==> src/rtl/frac_clk_pkg.sv <==
package frac_clk_pkg;
  localparam int DATA_W    = 32;
  localparam int FRAC_W    = 5;
  localparam int FIELD_LSB = 8;
  localparam int KICK_BIT  = 31;
  localparam int ADDR_W    = 2;
  localparam int KICK_ADDR = 0;
  localparam int FREQ_ADDR = 1;
endpackage

==> src/rtl/frac_frame_ctr.sv <==
module frac_frame_ctr #(
  parameter int FRAC_W = 5
) (
  input  logic clk,
  input  logic rst_n,
  output logic frame_end
);
  logic [FRAC_W-1:0] slot_q, slot_d;

  always_comb begin
    slot_d = slot_q + 1'b1;
  end

  always_ff @(posedge clk or negedge rst_n) begin
    if (!rst_n) slot_q <= '0;
    else        slot_q <= slot_d;
  end

  assign frame_end = &slot_q;
endmodule

==> src/rtl/frac_ctl_regs.sv <==
module frac_ctl_regs #(
  parameter int DATA_W    = 32,
  parameter int FRAC_W    = 5,
  parameter int FIELD_LSB = 8,
  parameter int KICK_BIT  = 31,
  parameter int ADDR_W    = 2,
  parameter int KICK_ADDR = 0,
  parameter int FREQ_ADDR = 1
) (
  input  logic              clk,
  input  logic              rst_n,
  input  logic              bus_wr,
  input  logic [ADDR_W-1:0] bus_addr,
  input  logic [DATA_W-1:0] bus_wdata,
  input  logic              frame_end,
  output logic [DATA_W-1:0] bus_rdata,
  output logic              bus_rej,
  output logic [FRAC_W-1:0] staged_field,
  output logic              commit
);
  logic              pending_q, pending_d;
  logic [FRAC_W-1:0] staged_q, staged_d;
  logic              kick_set, freq_hit, staged_we;
  logic              unused_wdata;

  assign unused_wdata = ^bus_wdata;
  assign kick_set  = bus_wr && (bus_addr == ADDR_W'(KICK_ADDR)) && bus_wdata[KICK_BIT];
  assign freq_hit  = bus_wr && (bus_addr == ADDR_W'(FREQ_ADDR));
  assign bus_rej   = freq_hit && pending_q;
  assign staged_we = freq_hit && !pending_q;
  assign commit    = frame_end && pending_q;

  always_comb begin
    staged_d = staged_we ? bus_wdata[FIELD_LSB +: FRAC_W] : staged_q;
    if (kick_set)    pending_d = 1'b1;
    else if (commit) pending_d = 1'b0;
    else             pending_d = pending_q;
  end

  always_ff @(posedge clk or negedge rst_n) begin
    if (!rst_n) begin
      staged_q  <= '0;
      pending_q <= 1'b0;
    end else begin
      staged_q  <= staged_d;
      pending_q <= pending_d;
    end
  end

  always_comb begin
    bus_rdata = '0;
    if (bus_addr == ADDR_W'(KICK_ADDR))      bus_rdata[KICK_BIT] = pending_q;
    else if (bus_addr == ADDR_W'(FREQ_ADDR)) bus_rdata[FIELD_LSB +: FRAC_W] = staged_q;
  end

  assign staged_field = staged_q;

  // the stored ratio cannot move while a commit is outstanding
  assert_staged_frozen_R7: assert property (@(posedge clk) disable iff (!rst_n)
    pending_q |=> $stable(staged_q));
  // the flag only drops on a frame-ending edge
  assert_kick_clears_at_boundary_R6: assert property (@(posedge clk) disable iff (!rst_n)
    $fell(pending_q) |-> $past(frame_end));
  // a commit request always leaves the flag raised
  assert_kick_sets_R5: assert property (@(posedge clk) disable iff (!rst_n)
    kick_set |=> pending_q);
endmodule

==> src/rtl/frac_accum.sv <==
module frac_accum #(
  parameter int FRAC_W = 5
) (
  input  logic              clk,
  input  logic              rst_n,
  input  logic              load,
  input  logic [FRAC_W-1:0] load_field,
  input  logic              frame_end,
  output logic              clk_en
);
  localparam logic [FRAC_W:0] FRAME_V = (FRAC_W+1)'(1) << FRAC_W;

  logic [FRAC_W-1:0] active_q, active_d;
  logic [FRAC_W-1:0] acc_q, acc_d;
  logic [FRAC_W:0]   mult, sum;

  always_comb begin
    mult     = FRAME_V - {1'b0, active_q};
    sum      = {1'b0, acc_q} + mult;
    acc_d    = sum[FRAC_W-1:0];
    active_d = load ? load_field : active_q;
  end

  always_ff @(posedge clk or negedge rst_n) begin
    if (!rst_n) begin
      acc_q    <= '0;
      active_q <= '0;
    end else begin
      acc_q    <= acc_d;
      active_q <= active_d;
    end
  end

  assign clk_en = sum[FRAC_W];

  // the accumulator returns to zero at each frame start
  assert_frame_realigns_R8: assert property (@(posedge clk) disable iff (!rst_n)
    frame_end |=> (acc_q == '0));
  // the active ratio moves only on a commit
  assert_ratio_held_R4: assert property (@(posedge clk) disable iff (!rst_n)
    !load |=> $stable(active_q));
endmodule

==> src/rtl/frac_clken_gen.sv <==
module frac_clken_gen
  import frac_clk_pkg::*;
#(
  parameter int FRAC_W    = frac_clk_pkg::FRAC_W,
  parameter int FIELD_LSB = frac_clk_pkg::FIELD_LSB,
  parameter int KICK_BIT  = frac_clk_pkg::KICK_BIT,
  parameter int ADDR_W    = frac_clk_pkg::ADDR_W
) (
  input  logic              clk,
  input  logic              rst_n,
  input  logic              bus_wr,
  input  logic [ADDR_W-1:0] bus_addr,
  input  logic [DATA_W-1:0] bus_wdata,
  output logic [DATA_W-1:0] bus_rdata,
  output logic              bus_rej,
  output logic              clk_en
);
  logic              frame_end;
  logic              commit;
  logic [FRAC_W-1:0] staged_field;

  frac_frame_ctr #(.FRAC_W(FRAC_W)) u_frame (
    .clk(clk), .rst_n(rst_n), .frame_end(frame_end)
  );

  frac_ctl_regs #(
    .DATA_W(DATA_W), .FRAC_W(FRAC_W), .FIELD_LSB(FIELD_LSB), .KICK_BIT(KICK_BIT),
    .ADDR_W(ADDR_W), .KICK_ADDR(KICK_ADDR), .FREQ_ADDR(FREQ_ADDR)
  ) u_regs (
    .clk(clk), .rst_n(rst_n), .bus_wr(bus_wr), .bus_addr(bus_addr),
    .bus_wdata(bus_wdata), .frame_end(frame_end), .bus_rdata(bus_rdata),
    .bus_rej(bus_rej), .staged_field(staged_field), .commit(commit)
  );

  frac_accum #(.FRAC_W(FRAC_W)) u_accum (
    .clk(clk), .rst_n(rst_n), .load(commit), .load_field(staged_field),
    .frame_end(frame_end), .clk_en(clk_en)
  );

  // a refused write never coincides with an accepted ratio change
  assert_reject_keeps_value_R7: assert property (@(posedge clk) disable iff (!rst_n)
    bus_rej |=> $stable(bus_rdata[FIELD_LSB +: FRAC_W]) || (bus_addr != ADDR_W'(FREQ_ADDR)));
endmodule

==> config.mk <==
export PLATFORM = sky130hd
export DESIGN_NAME = frac_clken_gen
export DESIGN_NICKNAME = d
export VERILOG_FILES = /design/src/rtl/frac_clk_pkg.sv /design/src/rtl/frac_frame_ctr.sv /design/src/rtl/frac_ctl_regs.sv /design/src/rtl/frac_accum.sv /design/src/rtl/frac_clken_gen.sv
export SDC_FILE = /design/constraint.sdc
export NUM_CORES = 1
export LEC_CHECK = 0
export BUFFER_PORTS_ARGS = -buffer_cell sky130_fd_sc_hd__clkbuf_2
export CAP_MARGIN = 10
export CELL_PAD_IN_SITES_DETAIL_PLACEMENT = 1
export CELL_PAD_IN_SITES_GLOBAL_PLACEMENT = 2
export CORE_MARGIN = 4
export CORE_UTILIZATION = 25
export DETAILED_ROUTE_END_ITERATION = 10
export GPL_ROUTABILITY_DRIVEN = 0
export PLACE_DENSITY = 0.83
export SYNTH_ARGS = -nofsm -noshare
export SYNTH_HDL_FRONTEND = slang
export SYNTH_SLANG_ARGS = --single-unit
==> constraint.sdc <==
create_clock -name clk -period 2.4 [get_ports clk]
set_clock_uncertainty 0.15 [all_clocks]
set_input_delay 0.12 -clock clk [delete_from_list [all_inputs] [get_ports clk]]
set_output_delay 0.12 -clock clk [all_outputs]
set_load 0.02 [all_outputs]
==> metrics.cfg, run 1 <==
[sta]
setup_tns_ps = 0
setup_violations = 0
period_needed_ps = 1928
finalCritPeriodShare_pct = 80.34
relSlewSlack_pct = 65.42
rsz0062_at_grt = false
fmax_mhz = 518.6
worst_pin_slew_ps = 518.7
finalMaxSlewViolations = 0
hold_viol = 0
hold_slack_ps = 214.9

[drt]
dr_total_vias = 735
wl_per_cell_um = 9.788
dr.pass1.iters = 4
drc = 0
drtIter0Drc = 3
drt-total-wl_mm = 1.987
vias_per_cell = 3.621
ant_nets = 0

[grt]
antenna_found_initial = 0
grtUsageMet2_pct = 11.73
use_met3_pct = 1.508
busiest_layer = met2
grt_pass1_vias = 785
use_met1_pct = 8.602
grt_pass1_wl_mm = 3.367
grtUsageTotal_pct = 6.866
gr-total-overflow = 0
grt_max_degree = 22

[setup_path]
criticalPathCategory = reg -> reg
cpMostUsedCell = ha_1
reg2reg_slack_ps = 470
crit_start = u_frame.slot_q[0]$_DFF_PN0_
path_max_fanout = 3
cp-end-kind = flip-flop
cp.required_ps = 2440
reg2reg_depth = 5
worstSetupStartpointType = flip-flop
crit_path_max_incr_delay_ps = 580
r2r-end = u_regs.pending_q$_DFFE_PN0P_
critPathCapture = u_regs.pending_q$_DFFE_PN0P_
crit_chain = ha_1 > and3_1 > ha_1 > o32ai_1 > dlygate4sd3_1
arrival_ps = 1970
r2r_start = u_frame.slot_q[0]$_DFF_PN0_
critPathSlowestCell = dlygate4sd3_1

[job]
drv_cap = 0

[floorplanning]
die_w_um = 77.89
rows = 25
coreArea_sq_mm = 0.004723
start_util_pct = 25.85
die-area_sq_mm = 0.006067
io_pins = 71
dieHeight_um = 77.89

[clock_network]
cts_tree = done
clkSlewWorstSetupHoldPaths_ps = 70
cts_sinks = 21
clkLatencyLatePin_ps = 250
cts_resized = 0
clockBufferDepth = 2
cts_buffers = 3
htreeDepth = 1
clock-root-buffer = clkbuf_8

[hold_path]
hp-class = in -> async

[logic_synthesis]
ys_ff_latch = 21
synth.area.mux_share_pct = 10.76
yosysSeqAreaShare_pct = 43.03
ys_types = 27
synth_top_family_by_area = buffers and inverters
syn-instance-count = 108
synth_area_per_cell_sq_um = 11.31
synth-adder-area-share_pct = 8.811
ys_warn_count = 0
syn_area_sq_mm = 0.001221
synth-simple-area-share_pct = 10.96
synth-compound-area-share_pct = 2.561
synth-xor-area-share_pct = 3.586

[run_status]
status = complete, no violations

[pwr]
p_per_area_mw_per_mm2 = 535.9
peakVddDrop_v = 0.0003041
total_leakage_power_uw = 0.0007427

[cells_and_area]
area_growth_pct = 15.27
n_antenna_cell = 0
final_cell_mix = conb_1, dfrtp_1, clkbuf_2
layout-drive-gt1-share_pct = 30.15
layout_commonest_cell = conb_1
nNetsFinal = 182

[placement]
portBuffers = 18
dp_hpwl_mm = 1.601

[layout make-up]
type	instances	area, sq um
Clock buffer	4	45.04
Fill cell	552	3316
Inverter	10	37.54
Multi-Input combinational cell	75	545.5
Sequential cell	21	525.5
Tap cell	67	83.83
Timing Repair Buffer	26	170.2
[cell usage after synthesis, drive strengths merged]
cell	count	share of area (%)
buf	27	17
dfrtp	21	43
inv	10	3.1
mux2	10	11
ha	7	7.2
and2	5	3.1
nor2	4	1.2
and3	3	2.0
xnor2	3	2.2
a21oi	2	0.82
nand2	2	0.61
nor2b	2	1.6
or2	2	1.0
xor2	2	1.4
conb	1	0.31
fa	1	1.6
nand2b	1	0.51
nand3	1	0.41
nor3	1	0.41
o211ai	1	0.61
o21ai	1	0.41
o32ai	1	0.72
[how the worst min path moves through the flow]
| stage | to | cells past startpoint | from |
|---|---|---|---|
| 2_1_floorplan | u_accum.acc_q[0]$_DFF_PN0_ | 0 | rst_n |
| 3_3_place_gp | u_frame.slot_q[0]$_DFF_PN0_ | 1 | rst_n |
| 3_5_place_dp | u_regs.pending_q$_DFFE_PN0P_ | 1 | rst_n |
| 4_1_cts | u_regs.staged_field[2]$_DFFE_PN0P_ | 3 | bus_wr |
| 5_1_grt | u_regs.staged_field[1]$_DFFE_PN0P_ | 3 | bus_wr |
| 6_report | u_frame.slot_q[0]$_DFF_PN0_ | 2 | rst_n |
[stage by stage]
stage	area, sq um	std cells	worst slack [ps]	power [uW]	utilization, %
2_1_floorplan	1315	133	704.9	520.9	-
3_3_place_gp	1282	191	565.2	520.0	27.15
3_5_place_dp	1282	191	537.6	522.9	27.15
4_1_cts	1408	203	454.4	763.5	29.80
5_1_grt	1408	203	355.9	793.6	29.80
6_report	1408	203	471.8	754.3	29.80
[kinds of logic (layout without fill, tap and decap cells)]
kind of cell,count (synthesis),in the layout
compound gates,5,5
xor+xnor,5,5
fa+ha+maj,8,8
other cells,1,26
flops,21,21
mux,10,10
buf+inv,37,40
simple gates,21,21
[what timing repair did]
item	4_1_cts	5_1_grt
hold endpoints to repair	27	0
setup buffers	0	0
endpoints found under the setup margin	0	0
hold buffers	8	0
[state kept, by name, indices dropped and copies added (netlist names)]
signal and cells:
u_accum.acc_q 5, u_accum.active_q 5, u_frame.slot_q 5, u_regs.staged_field 5, u_regs.pending_q 1
[per-layer routing]
layer | routed length (um) | vias up | part of all wire, %
met5 | 0 | - | 0
met4 | 0 | 0 | 0
met3 | 155 | 0 | 7.8
met2 | 981 | 32 | 49
met1 | 849 | 356 | 43
li1 | - | 347 | -
[critical path: cells and delay by family, from the launching register on]
kind / cells / cell delay [ps]
compound gates: 1 / 110
buf+inv: 1 / 580
simple gates: 1 / 190
fa+ha+maj: 2 / 420
flops: 1 / 400
[where the power goes]
part | total, uW | switching (uW) | internal (uW)
clock | 226 | 108 | 118
sequential | 393 | 16.3 | 377
combinational | 136 | 77.1 | 58.4
total | 754 | 201 | 553
No activity file was read; power rests on OpenSTA's default activity.
==> inputs of run 2 (changes only) <==
clock period = 1.8 ns   (was 2.4 ns; I/O delays follow)
==> run 2 against run 1 <==
Effect of this change: die area did not move; critical path depth did not move; combinational power rose by 32%; register-to-register slack got worse by 420 ps; largest power group unchanged; global-route usage rose by 0.53 points; worst hold slack got worse by 33 ps; clock-buffer cell count did not move; final area rose by 7.6%; highest routed layer is now met4; fmax rose by 10%; clock power rose by 33%; sequential power rose by 34%; flip-flop and latch count did not move.
==> metrics.cfg, run 2 (synthesized netlist as in run 1, its figures left out) <==
[run_status]
status = complete, no violations

[cells_and_area]
design_area_sq_mm = 0.001515  ; +7.6%
fin_cells = 210  ; +3.4%
final_cell_mix = conb_1, dfrtp_1, clkbuf_2
nNetsFinal = 189  ; +3.8%
area_growth_pct = 24.08
layout_commonest_cell = conb_1
n_antenna_cell = 0  ; unchanged
layout-drive-gt1-share_pct = 37.06  ; +6.9 points

[drt]
wl_per_cell_um = 9.967  ; +1.8%
drc = 0  ; unchanged
dr_total_vias = 772  ; +5.0%
drt-total-wl_mm = 2.093  ; +5.3%
ant_nets = 0  ; unchanged
dr.pass1.iters = 2  ; -2
drtIter0Drc = 7  ; +4
vias_per_cell = 3.676  ; +1.5%

[clock_network]
cts_buffers = 3  ; unchanged
htreeDepth = 1  ; unchanged
clockBufferDepth = 2  ; unchanged
cts_tree = done
clkLatencyLatePin_ps = 260  ; about the same
clock-root-buffer = clkbuf_8
clkSlewWorstSetupHoldPaths_ps = 70  ; about the same
cts_sinks = 21  ; unchanged

[sta]
finalCritPeriodShare_pct = 97.33  ; +17 points
fmax_mhz = 570.8  ; +10%
hold_slack_ps = 181.7  ; -33.22 ps
finalMaxSlewViolations = 0  ; unchanged
worst_pin_slew_ps = 502.7  ; -15.98 ps
setup_violations = 0  ; unchanged
hold_viol = 0  ; unchanged
period_needed_ps = 1752  ; -176.2 ps
fin_ws_ps = 48.06  ; -423.8 ps
rsz0062_at_grt = true
setup_tns_ps = 0  ; unchanged
relSlewSlack_pct = 66.49  ; +1.1 points

[placement]
dp_hpwl_mm = 1.659  ; +3.6%
portBuffers = 18  ; unchanged
dpl_cell_area_sq_mm = 0.001297  ; +1.2%
pre_cts_slack_ps = -48.84  ; -586.5 ps
dp.cells = 193  ; +1.0%

[floorplanning]
coreArea_sq_mm = 0.004723  ; unchanged
rows = 25  ; unchanged
die_w_um = 77.89  ; unchanged
io_pins = 71  ; unchanged
dieHeight_um = 77.89  ; unchanged
die-area_sq_mm = 0.006067  ; unchanged
start_util_pct = 25.85  ; unchanged

[setup_path]
crit_family = adder cells
crit_start = u_accum.active_q[0]$_DFFE_PN0P_
cp-end-kind = flip-flop
critPathCapture = u_accum.acc_q[4]$_DFF_PN0_
cp_num_cells = 5  ; unchanged
cp.required_ps = 1830  ; -610 ps
crit_path_max_incr_delay_ps = 420  ; -160 ps
r2r_start = u_accum.active_q[0]$_DFFE_PN0P_
reg2reg_depth = 5  ; unchanged
path_buf_inv = 0  ; -1
critPathSlowestCell = fa_1
crit_chain = ha_1 > fa_1 > nand2b_1 > a21oi_1 > xor2_1
worstSetupStartpointType = flip-flop
r2r-end = u_accum.acc_q[4]$_DFF_PN0_
reg2reg_slack_ps = 50  ; -420 ps
path_max_fanout = 2  ; -1
criticalPathCategory = reg -> reg
arrival_ps = 1790  ; -180 ps

[pwr]
peakVddDrop_v = 0.0004447  ; +46%
p_per_area_mw_per_mm2 = 663.9  ; +24%
total_leakage_power_uw = 0.0007956  ; +7.1%

[grt]
grt_pass1_wl_mm = 3.615  ; +7.4%
grt_max_degree = 22  ; unchanged
grt_pass1_vias = 809  ; +3.1%
gr-total-overflow = 0  ; unchanged
antenna_found_initial = 0  ; unchanged
grtUsageTotal_pct = 7.400  ; +0.53 points

[hold_path]
hp-class = in -> async

[job]
drv_cap = 0  ; unchanged

## run 2: cell types whose count changed in the layout (fill, tap and decap cells not counted), sizes merged
cell / previous run / this run
buf: 0 / 6
clkbuf: 22 / 21
dlygate4sd3: 8 / 10
## run 2: worst reg2reg max path, cell delays in order (launching register included)
cell	delay, ps
dfrtp_1	380
ha_1	230
fa_1	420
nand2b_1	170
a21oi_1	160
xor2_1	160
## run 2: area by class of cell
type                    count  area (sq um)
fillers                   536          3208
inverters                  10         37.54
repair buffers             33         230.2
well taps                  67         83.83
multi-input cells          75         593.1
flip-flops and latches     21         525.5
clock buffers               4         45.04
## run 2: timing repair
item,4_1_cts,5_1_grt
endpoints found under the hold margin,27,0
pin swaps,0,5
resized for setup,4,10
setup buffers,1,2
setup endpoints to repair,6,7
hold buffers,10,0
## run 2: worst min path at each step
| stage | from | endpoint | slack, ps | cells past startpoint |
|---|---|---|---|---|
| final | rst_n | u_frame.slot_q[2]$_DFF_PN0_ | 180 | 2 |
| after global routing | bus_wr | u_regs.staged_field[3]$_DFFE_PN0P_ | 190 | 3 |
| after CTS | bus_wr | u_regs.staged_field[3]$_DFFE_PN0P_ | 180 | 3 |
| after detailed placement | rst_n | u_regs.staged_field[0]$_DFFE_PN0P_ | -60 | 1 |
| after global placement | rst_n | u_frame.slot_q[0]$_DFF_PN0_ | -60 | 1 |
| after floorplan | rst_n | u_accum.acc_q[0]$_DFF_PN0_ | -360 | 0 |
## run 2: stage by stage
stage / utilization (%) / power [uW]
finish: 32.08 / 1006
detailed placement: 27.47 / 696.2
global placement: 27.47 / 693.3
global route: 32.08 / 1077
floorplan: - / 694.5
CTS: 31.07 / 1027
## run 2: power by group
| group | total [uW] | internal, uW | switching, uW |
|---|---|---|---|
| logic | 180 | 78.3 | 101 |
| registers | 526 | 502 | 23.8 |
| clock network | 300 | 157 | 143 |
| total | 1010 | 738 | 268 |
## run 2: per-layer routing
metal  GRT usage [%]  wire (um)  vias up
met5               0          0        -
met4           2.098         16        0
met3           2.552        175        2
met2           12.41       1027       36
met1           8.954        875      370
li1                -          -      364
